===== src/rtl/useq_pkg.sv =====
package useq_pkg;

  typedef enum logic [1:0] {
    SEQ_FETCH    = 2'b00,
    SEQ_DISPATCH = 2'b01,
    SEQ_STEP     = 2'b10,
    SEQ_STEP_ALT = 2'b11
  } seq_code_e;

  typedef enum logic [1:0] {
    CSEL_NEVER = 2'b00,
    CSEL_OVF   = 2'b01,
    CSEL_IRQ   = 2'b10,
    CSEL_ANY   = 2'b11
  } cond_sel_e;

  localparam int TBL_ENTRIES = 5;
  localparam int TBL_KEY_W   = 6;
  localparam int TBL_VAL_W   = 4;

  // entry i occupies [i*W +: W]
  localparam logic [TBL_ENTRIES*TBL_KEY_W-1:0] TBL_KEYS =
    {6'b101011, 6'b100011, 6'b001101, 6'b000100, 6'b000000};
  localparam logic [TBL_ENTRIES*TBL_VAL_W-1:0] TBL_VALS =
    {4'd11, 4'd8, 4'd6, 4'd3, 4'd4};

  function automatic logic cond_pick(input logic [1:0] sel,
                                     input logic ovf,
                                     input logic irq);
    case (sel)
      CSEL_OVF: return ovf;
      CSEL_IRQ: return irq;
      CSEL_ANY: return ovf | irq;
      default:  return 1'b0;
    endcase
  endfunction

endpackage


===== src/rtl/useq_dispatch_rom.sv =====
module useq_dispatch_rom #(
  parameter int OPC_W      = 6,
  parameter int UA_W       = 4,
  parameter int UNDEF_ADDR = 12
) (
  input  logic [OPC_W-1:0] opcode,
  output logic [UA_W-1:0]  target,
  output logic             hit
);
  import useq_pkg::*;

  logic [TBL_ENTRIES-1:0] match;
  logic [UA_W-1:0]        entry_val [TBL_ENTRIES];

  for (genvar i = 0; i < TBL_ENTRIES; i++) begin : g_entry
    assign match[i]     = (opcode == OPC_W'(TBL_KEYS[i*TBL_KEY_W +: TBL_KEY_W]));
    assign entry_val[i] = UA_W'(TBL_VALS[i*TBL_VAL_W +: TBL_VAL_W]);
  end

  always_comb begin
    target = UA_W'(UNDEF_ADDR);
    for (int i = 0; i < TBL_ENTRIES; i++) begin
      if (match[i]) target = entry_val[i];
    end
  end

  assign hit = |match;

endmodule


===== src/rtl/useq_cond_mux.sv =====
module useq_cond_mux (
  input  logic [1:0] cond_sel,
  input  logic       ovf_flag,
  input  logic       irq_pend,
  output logic       take
);
  import useq_pkg::*;

  assign take = cond_pick(cond_sel, ovf_flag, irq_pend);

endmodule


===== src/rtl/useq_next_sel.sv =====
module useq_next_sel #(
  parameter int UA_W  = 4,
  parameter int OFS_W = 4
) (
  input  logic [UA_W-1:0]  cur,
  input  logic [1:0]       seq_ctl,
  input  logic [UA_W-1:0]  disp_target,
  input  logic             take,
  input  logic [OFS_W-1:0] ofs,
  output logic [UA_W-1:0]  nxt
);
  import useq_pkg::*;

  localparam int EXT_W = UA_W + OFS_W;

  function automatic logic [UA_W-1:0] add_disp(input logic [UA_W-1:0]  base,
                                               input logic [OFS_W-1:0] d);
    logic [EXT_W-1:0] wide;
    wide = {{UA_W{d[OFS_W-1]}}, d};
    return base + wide[UA_W-1:0];
  endfunction

  function automatic logic [UA_W-1:0] incr(input logic [UA_W-1:0] base);
    return base + UA_W'(1);
  endfunction

  logic [UA_W-1:0] seq_nxt;

  always_comb begin
    case (seq_ctl)
      SEQ_FETCH:    seq_nxt = '0;
      SEQ_DISPATCH: seq_nxt = disp_target;
      default:      seq_nxt = incr(cur);
    endcase
  end

  assign nxt = take ? add_disp(cur, ofs) : seq_nxt;

endmodule


===== src/rtl/useq_sequencer.sv =====
module useq_sequencer #(
  parameter int OPC_W      = 6,
  parameter int UA_W       = 4,
  parameter int OFS_W      = 4,
  parameter int UNDEF_ADDR = 12
) (
  input  logic             clk,
  input  logic             rst,
  input  logic [OPC_W-1:0] opcode,
  input  logic [1:0]       seq_ctl,
  input  logic [1:0]       cond_sel,
  input  logic [OFS_W-1:0] br_ofs,
  input  logic             ovf_flag,
  input  logic             irq_pend,
  output logic [UA_W-1:0]  upc
);

  logic [UA_W-1:0] upc_q;
  logic [UA_W-1:0] upc_d;
  logic [UA_W-1:0] disp_target;
  logic            disp_hit;
  logic            br_take;

  useq_dispatch_rom #(
    .OPC_W(OPC_W), .UA_W(UA_W), .UNDEF_ADDR(UNDEF_ADDR)
  ) rom_i (
    .opcode(opcode), .target(disp_target), .hit(disp_hit)
  );

  useq_cond_mux cmux_i (
    .cond_sel(cond_sel), .ovf_flag(ovf_flag), .irq_pend(irq_pend), .take(br_take)
  );

  useq_next_sel #(
    .UA_W(UA_W), .OFS_W(OFS_W)
  ) nsel_i (
    .cur(upc_q), .seq_ctl(seq_ctl), .disp_target(disp_target),
    .take(br_take), .ofs(br_ofs), .nxt(upc_d)
  );

  always_ff @(posedge clk) begin
    if (rst) upc_q <= '0;
    else     upc_q <= upc_d;
  end

  assign upc = upc_q;

endmodule


===== config.mk =====
export PLATFORM = sky130hd
export DESIGN_NAME = useq_sequencer
export DESIGN_NICKNAME = d
export VERILOG_FILES = /design/src/rtl/useq_pkg.sv /design/src/rtl/useq_dispatch_rom.sv /design/src/rtl/useq_cond_mux.sv /design/src/rtl/useq_next_sel.sv /design/src/rtl/useq_sequencer.sv
export SDC_FILE = /design/constraint.sdc
export NUM_CORES = 1
export LEC_CHECK = 0
export ABC_AREA = 1
export BUFFER_PORTS_ARGS = -buffer_cell sky130_fd_sc_hd__buf_2
export CAP_MARGIN = 20
export CORE_AREA = 2 2 39 41
export CTS_CLUSTER_DIAMETER = 200
export DETAILED_ROUTE_END_ITERATION = 12
export DIE_AREA = 0 0 41 43
export PLACE_DENSITY = 0.66
export SLEW_MARGIN = 10
export SYNTH_ARGS = -nofsm -noshare
export SYNTH_HDL_FRONTEND = slang
export SYNTH_SLANG_ARGS = --single-unit

===== constraint.sdc =====
create_clock -name clk -period 1.8 [get_ports clk]
set_clock_uncertainty 0.15 [all_clocks]
set_input_delay 0.18 -clock clk [delete_from_list [all_inputs] [get_ports clk]]
set_output_delay 0.18 -clock clk [all_outputs]
set_load 0.02 [all_outputs]

==> impl_results.md, run 1 <==
* Outcome: complete, no violations
* Synth cell types at 18
* Max reg flops at 4
* Yosys synthesis warning count at 0
* Drt pass-1 iters at 4
* Crit path kind: reg2reg
* WHS Endpoint: upc[2]
* Root Buffer: clkbuf_4
* # IOs at 22
* TritonCTS Sinks at 4
* Max-slew headroom at 0.8363
* Routability cong. at slightly above 0.7
* RR Endpoint: upc[2]
* Final Non-Filler Cells at 118
* Via count at 554
* Sequential cell area at about 80 µm²
* Worst flop-to-flop path startpoint: upc[0]
* Post-synthesis register bit count at 4
* Site Rows at 14
* Die Area at around 1800 µm²
* Fin Setup TNS at 0 ps
* Placed cell count at around 110
* # resized after CTS at 0
* Slew Viols, Final at 0
* R2R Setup Slk at ~180 ps
* Compound-Gate Fraction of Synth Area at 0.1841
* Mapped cell area at 503.0 µm²
* F_max at 616.6 MHz
* Cells after Synth at 77
* Fillers at 158
* CTS Buf Count at 3
* Minimum clock period at about 1600 ps
* Die X at 41 µm
* Synth Area in Adders at 0.1393
* Largest family of logic cells by synthesized area: simple AND/OR/NAND/NOR gates
* Fraction of synthesized area in multiplexers at 0
* NumNets Final at 127
* Final setup vio count at 0
* Setup WS pre-CTS at approximately 160 ps
* Sequential fraction of the synthesis area at 0.1592
* Largest net degree at the start of global routing at 8
* ANT nets after route at 0
* Total track usage at 0.1596
* VDD IR max at ~210 µV
* Setup WS post-layout at 178.2 ps
* Max Cap Viol at 0
* # DRC at 0
* Hpwl dp at approximately 900 µm
* CTS hold repair buffers at 1
* Vias in the first global route at 529
* Commonest non-fill, non-tap cell in the layout: buf_2
* Fin util at 0.4774
* Total gr overflow at 0
* Wire length of the first global-routing pass at 1883 µm
* Setup bufs post-CTS at 0
* Share of cells above drive strength 1 at 0.3529
* Leak Pwr at approximately 0.38 nW
* Vias/cell at 4.695
* Worst Max-Slew Pin Slew at ~250 ps
* Multi-input gate area in the final layout at 355.3 µm²
* Die height at 43 µm
* Tcrit/Tclk final at 0.9010
* Critical path arrival at about 1600 ps
* Syn_nets at 100
* Total Wirelength at 1047 µm
* Antenna violations before repair at 0
* Crit path max fanout at 6
* CP required at 1770 ps
* Core ar. at 1384 µm²
* Pwr/cell area at ~570 nW/µm²
* Critical path endpoint category: flop
* Post-Synth Simple-Gate Area at 0.3483
* Hold/Removal Path Class: in2reg
* Final Hold Fails at 0
* Worst-path clk slew at ~40 ps
* Post-Synth XOR/XNOR Area at 0.03483
* Area growth syn-to-layout at 31.34%
* Buffers added on ports at 21
* Startpoint types: flop
* Min-delay src: seq_ctl[1]
* Syn avg cell area at between 6 and 7 µm²
* DRT iter0 DRCs at 6
* Clk buf depth at 2
* Reg2reg path depth at 7
* Synth top area share at 0.1592
* ANT cells at 0
* CTS tree: built
* Leading post-synthesis cells by cell area: dfxtp_1 16%, nand2_1 14%, ha_1 10%, inv_1 9.7%, nand3_1 9.0%
* H-tree Lvls at 1
* Most frequent cells in the layout: 21 x buf_2, 19 x nand2_1, 13 x inv_1
* Synth area leader: dfxtp_1
* Worst Hold Path Cells at 3
* Clock latency on the worst-skew pair at roughly 230 ps
* Starting Density at 0.3635
* RSZ-0062 raised after global routing: no
* WL per Instance at 8.873 µm
-- worst max path at each step --
| stage | startpoint | endpoint | slack [ps] | cells past startpoint |
|---|---|---|---|---|
| floorplan | upc[0] | upc[2] | 120 | 7 |
| global placement | upc[0] | upc[2] | 220 | 7 |
| detailed placement | upc[0] | upc[2] | 160 | 7 |
| CTS | upc[0] | upc[2] | 160 | 7 |
| global route | upc[0] | upc[2] | 50 | 7 |
| finish | upc[0] | upc[2] | 180 | 7 |
-- synthesized netlist by cell type --
cell and count:
nor2_2 1, nand2_1 19, o22ai_4 1, a21oi_2 1
nor2_4 2, fa_1 1, nand2_2 1, a31oi_4 1
a21oi_1 7, ha_1 4, nand4_1 2, nand3_1 9
inv_1 13, xor2_1 2, dfxtp_1 4, inv_2 5
nor2_1 3, o21bai_1 1
-- metrics by stage --
step                      hold WS (ps)  area (µm²)  total power [mW]
final                            184.9       660.6            0.3752
after global routing             198.4       660.6            0.4158
after CTS                        174.8       660.6            0.3835
after detailed placement         238.2       628.1            0.2659
after global placement           235.5       628.1            0.2630
after floorplan                  99.07       503.0            0.2144
-- worst max-delay path: stages, from the launching register on --
cell and delay, ps:
dfxtp_1 400, ha_1 200, inv_1 50, fa_1 370
xor2_1 160, nand2_1 70, nand2_1 70, a21oi_1 30
-- logic make-up after synthesis --
family | after synthesis
AND/OR/NAND/NOR | 37
buffers and inverters | 18
AO/OA/AOI/OAI | 11
adder cells (fa/ha/maj) | 5
flip-flops | 4
XOR/XNOR | 2
-- metal layers --
metal	GRT usage	vias to the layer above	part of all wire
met2	0.2656	16	0.53
met3	0.03141	0	0.063
met4	0.1200	0	0
li1	-	295	-
met5	0	-	0
met1	0.1608	243	0.40
-- cell type report --
cell class,count,area share
repair buffers,22,0.1742
inverters,18,0.1023
clock buffers,3,0.03409
multi-input cells,55,0.5379
flip-flops and latches,4,0.1212
well taps,16,0.03030
-- power breakdown --
group          switching, mW  leakage (nW)  internal (mW)
logic                 0.0858         0.329         0.0652
registers             0.0141        0.0332         0.0995
clock network         0.0361        0.0138         0.0745
total                  0.136         0.376          0.239
Power figures use the tool's default switching activity.
==> inputs of run 2 (changes only) <==
--- a/config.mk
+++ b/config.mk
@@ -5,14 +5,12 @@
 export SDC_FILE = /design/constraint.sdc
 export NUM_CORES = 1
 export LEC_CHECK = 0
-export ABC_AREA = 1
 export BUFFER_PORTS_ARGS = -buffer_cell sky130_fd_sc_hd__buf_2
 export CAP_MARGIN = 20
 export CORE_AREA = 2 2 39 41
 export CTS_CLUSTER_DIAMETER = 200
 export DETAILED_ROUTE_END_ITERATION = 12
 export DIE_AREA = 0 0 41 43
-export PLACE_DENSITY = 0.66
 export SLEW_MARGIN = 10
 export SYNTH_ARGS = -nofsm -noshare
 export SYNTH_HDL_FRONTEND = slang
==> run 2 against run 1 <==
Critical path type unchanged. Sequential power barely moved. Clock power up 4%. Synthesized cell count is 40% lower. Critical path depth decreased by 2. Critical endpoint unchanged. Hold slack worse by 42 ps. Via count is 22% lower. Sequential cell count unchanged.
==> impl_results.md, run 2 <==
* Minimum clock period at 1595 ps (-26.43 ps)
* Seq pwr share at 0.304 (about the same)
* Antenna violations before repair at 0 (unchanged)
* Hold/Removal Path Class: in2reg
* Pwr/cell area at 647.1 nW/µm² (+14%)
* Max-slew headroom at 0.7950 (-0.04135)
* Ys flop type: dfxtp_1
* CTS Buf Count at 3 (unchanged)
* Buffers added on ports at 21 (unchanged)
* Synth cell types at 24 (+6)
* Sequential fraction of the synthesis area at 0.1934 (+0.03415)
* F_max at 626.8 MHz (+1.7%)
* Die X at 41 µm (unchanged)
* Crit path kind: reg2reg
* H-tree Lvls at 1 (unchanged)
* Hold WS at 142.6 ps (-42.31 ps)
* Worst Max-Slew Pin Slew at 303.6 ps (+58.05 ps)
* Share of cells above drive strength 1 at 0.3944 (+0.04143)
* Clock latency on the worst-skew pair at 240 ps (about the same)
* CTS tree: built
* Site Rows at 14 (unchanged)
* ANT cells at 0 (unchanged)
* Final Non-Filler Cells at 87 (-26%)
* Combinational share of power at 0.385 (-0.017)
* Slew Viols, Final at 0 (unchanged)
* Via count at 433 (-22%)
* ANT nets after route at 0 (unchanged)
* Starting Density at 0.2993 (-0.06420)
* Critical path endpoint category: flop
* Die Area at 1763 µm² (unchanged)
* Hpwl dp at 807.4 µm (-10%)
* Cells after Synth at 46 (-40%)
* Die height at 43 µm (unchanged)
* Syn avg cell area at 9.003 µm² (+38%)
* Max Cap Viol at 0 (unchanged)
* WL per Instance at 10.62 µm (+20%)
* Final setup vio count at 0 (unchanged)
* Root Buffer: clkbuf_4
* Largest net degree at the start of global routing at 9 (+1)
* TritonCTS Sinks at 4 (unchanged)
* Area growth syn-to-layout at 38.37%
* Fin Setup TNS at 0 ps (unchanged)
* Met3 wire length at 65 µm (-1.5%)
* NumNets Final at 96 (-24%)
* Synth area leader: dfxtp_1
* Vias/cell at 4.977 (+6.0%)
* Met2 wire length at 439 µm (-21%)
* Post-synth top cells: 7 x inv_1, 4 x a21oi_1, 4 x dfxtp_1, 4 x ha_1, 4 x xnor2_1
* # DRC at 0 (unchanged)
* Ys async rst share at 0 (unchanged)
* Clk buf depth at 2 (unchanged)
* Max reg flops at 4 (unchanged)
* Most common cell in the netlist: inv_1
* Critical path arrival at 1600 ps (about the same)
* Most frequent cells in the layout: 21 x buf_2, 7 x inv_1, 4 x xnor2_1, 4 x a21oi_1, 4 x ha_1
* Placed cell count at 83 (-27%)
* DRT iter0 DRCs at 4 (-2)
* Yosys synthesis warning count at 0 (unchanged)
* Setup bufs post-CTS at 0 (unchanged)
* Fillers at 162 (+2.5%)
* Leading post-synthesis cells by cell area: dfxtp_1 19%, ha_1 12%, xnor2_1 8.5%, inv_1 6.3%, a21oi_1 4.8%
* M1 wire length at 402 µm (-5.2%)
* Clock power share at 0.311 (+0.016)
* CP required at 1800 ps (+30 ps)
* Psw at 0.1266 mW (-6.9%)
* Total gr overflow at 0 (unchanged)
* Final Hold Fails at 0 (unchanged)
* RSZ-0062 raised after global routing: no
* Wire length of the first global-routing pass at 1469 µm (-22%)
* Post-synthesis register bit count at 4 (unchanged)
* Drt pass-1 iters at 3 (-1)
* Core ar. at 1384 µm² (unchanged)
* Total track usage at 0.1273 (-0.03238)
* Vias in the first global route at 382 (-28%)
* VDD IR max at 235.1 µV (+13%)
* Routability cong. at 0.6956 (-2.5%)
* Syn_nets at 69 (-31%)
* Total Wirelength at 924 µm (-12%)
* Switching Fraction at 0.3414 (-0.02104)
* Startpoint types: flop
* Mapped cell area at 414.1 µm² (-18%)
* Tcrit/Tclk final at 0.8863 (-0.01468)
* Internal power at 0.2442 mW (+2.1%)
* Worst-path clk slew at 40 ps (about the same)
* Outcome: complete, no violations
* Synth top area share at 0.1934 (+0.03415)
* EDFF count, synth at 0 (unchanged)
* Crit path max fanout at 5 (-1)
* Highest Signal Layer: met4
* Commonest non-fill, non-tap cell in the layout: buf_2
* Leak Pwr at 0.2769 nW (-26%)
* # IOs at 22 (unchanged)
run 2: final cells by class:
type	instances	area [µm²]	share of cell area
clock buffer	3	22.52	0.03930
sequential	4	81.33	0.1419
multi-input combinational	35	307.8	0.5371
inverter	7	26.28	0.04585
tap	16	20.02	0.03493
timing repair buffer	22	115.1	0.2009
run 2: repair_timing:
item,4_1_cts,5_1_grt
endpoints found under the hold margin,1,0
hold buffers,1,0
endpoints found under the setup margin,0,1
gates resized for setup,0,1
run 2: routing by layer:
metal | track usage | up-vias
met2 | 0.1844 | 19
met4 | 0.1000 | 0
met5 | 0 | -
met3 | 0.03141 | 2
li1 | - | 225
met1 | 0.1502 | 187
run 2: through the flow:
step	utilization	total power, mW	area, µm²	setup WS [ps]
2_1_floorplan	-	0.2022	414.1	107.1
3_3_place_gp	0.3897	0.2542	539.3	223.4
3_5_place_dp	0.3897	0.2561	539.3	127.5
4_1_cts	0.4132	0.3753	571.8	124.9
5_1_grt	0.4141	0.4011	573.1	58.77
6_report	0.4141	0.3708	573.1	204.6
run 2: worst paths after layout:
kind / cells after the start / endpoint / startpoint / slack [ps]
worst max-delay path: 5 / upc[2] / upc[0] / 200
worst min-delay path: 3 / upc[1] / opcode[4] / 140
worst max register to register: 5 / upc[2] / upc[0] / 200
worst min register to register: 3 / upc[0] / upc[0] / 520
run 2: critical path, cell delays in order, from the launching register on:
cell	delay, ps
dfxtp_2	350
ha_1	170
inv_1	50
fa_1	380
xor2_1	180
a211oi_1	220
run 2: power groups by stage:
stage	registers, mW	clock network [mW]	logic [mW]
2_1_floorplan	0.125	0	0.0768
3_3_place_gp	0.113	0	0.141
3_5_place_dp	0.114	0	0.142
4_1_cts	0.112	0.117	0.145
5_1_grt	0.115	0.126	0.161
6_report	0.113	0.115	0.143
run 2: cells by family after synthesis:
kind of cell / after synthesis / share of synthesized area
AOI/OAI and AO/OA: 17 / 0.3294
buffers and inverters: 7 / 0.06346
and+or+nand+nor: 7 / 0.1178
xor gates and xnor gates: 6 / 0.1269
adders and majority gates: 5 / 0.1692
DFF: 4 / 0.1934
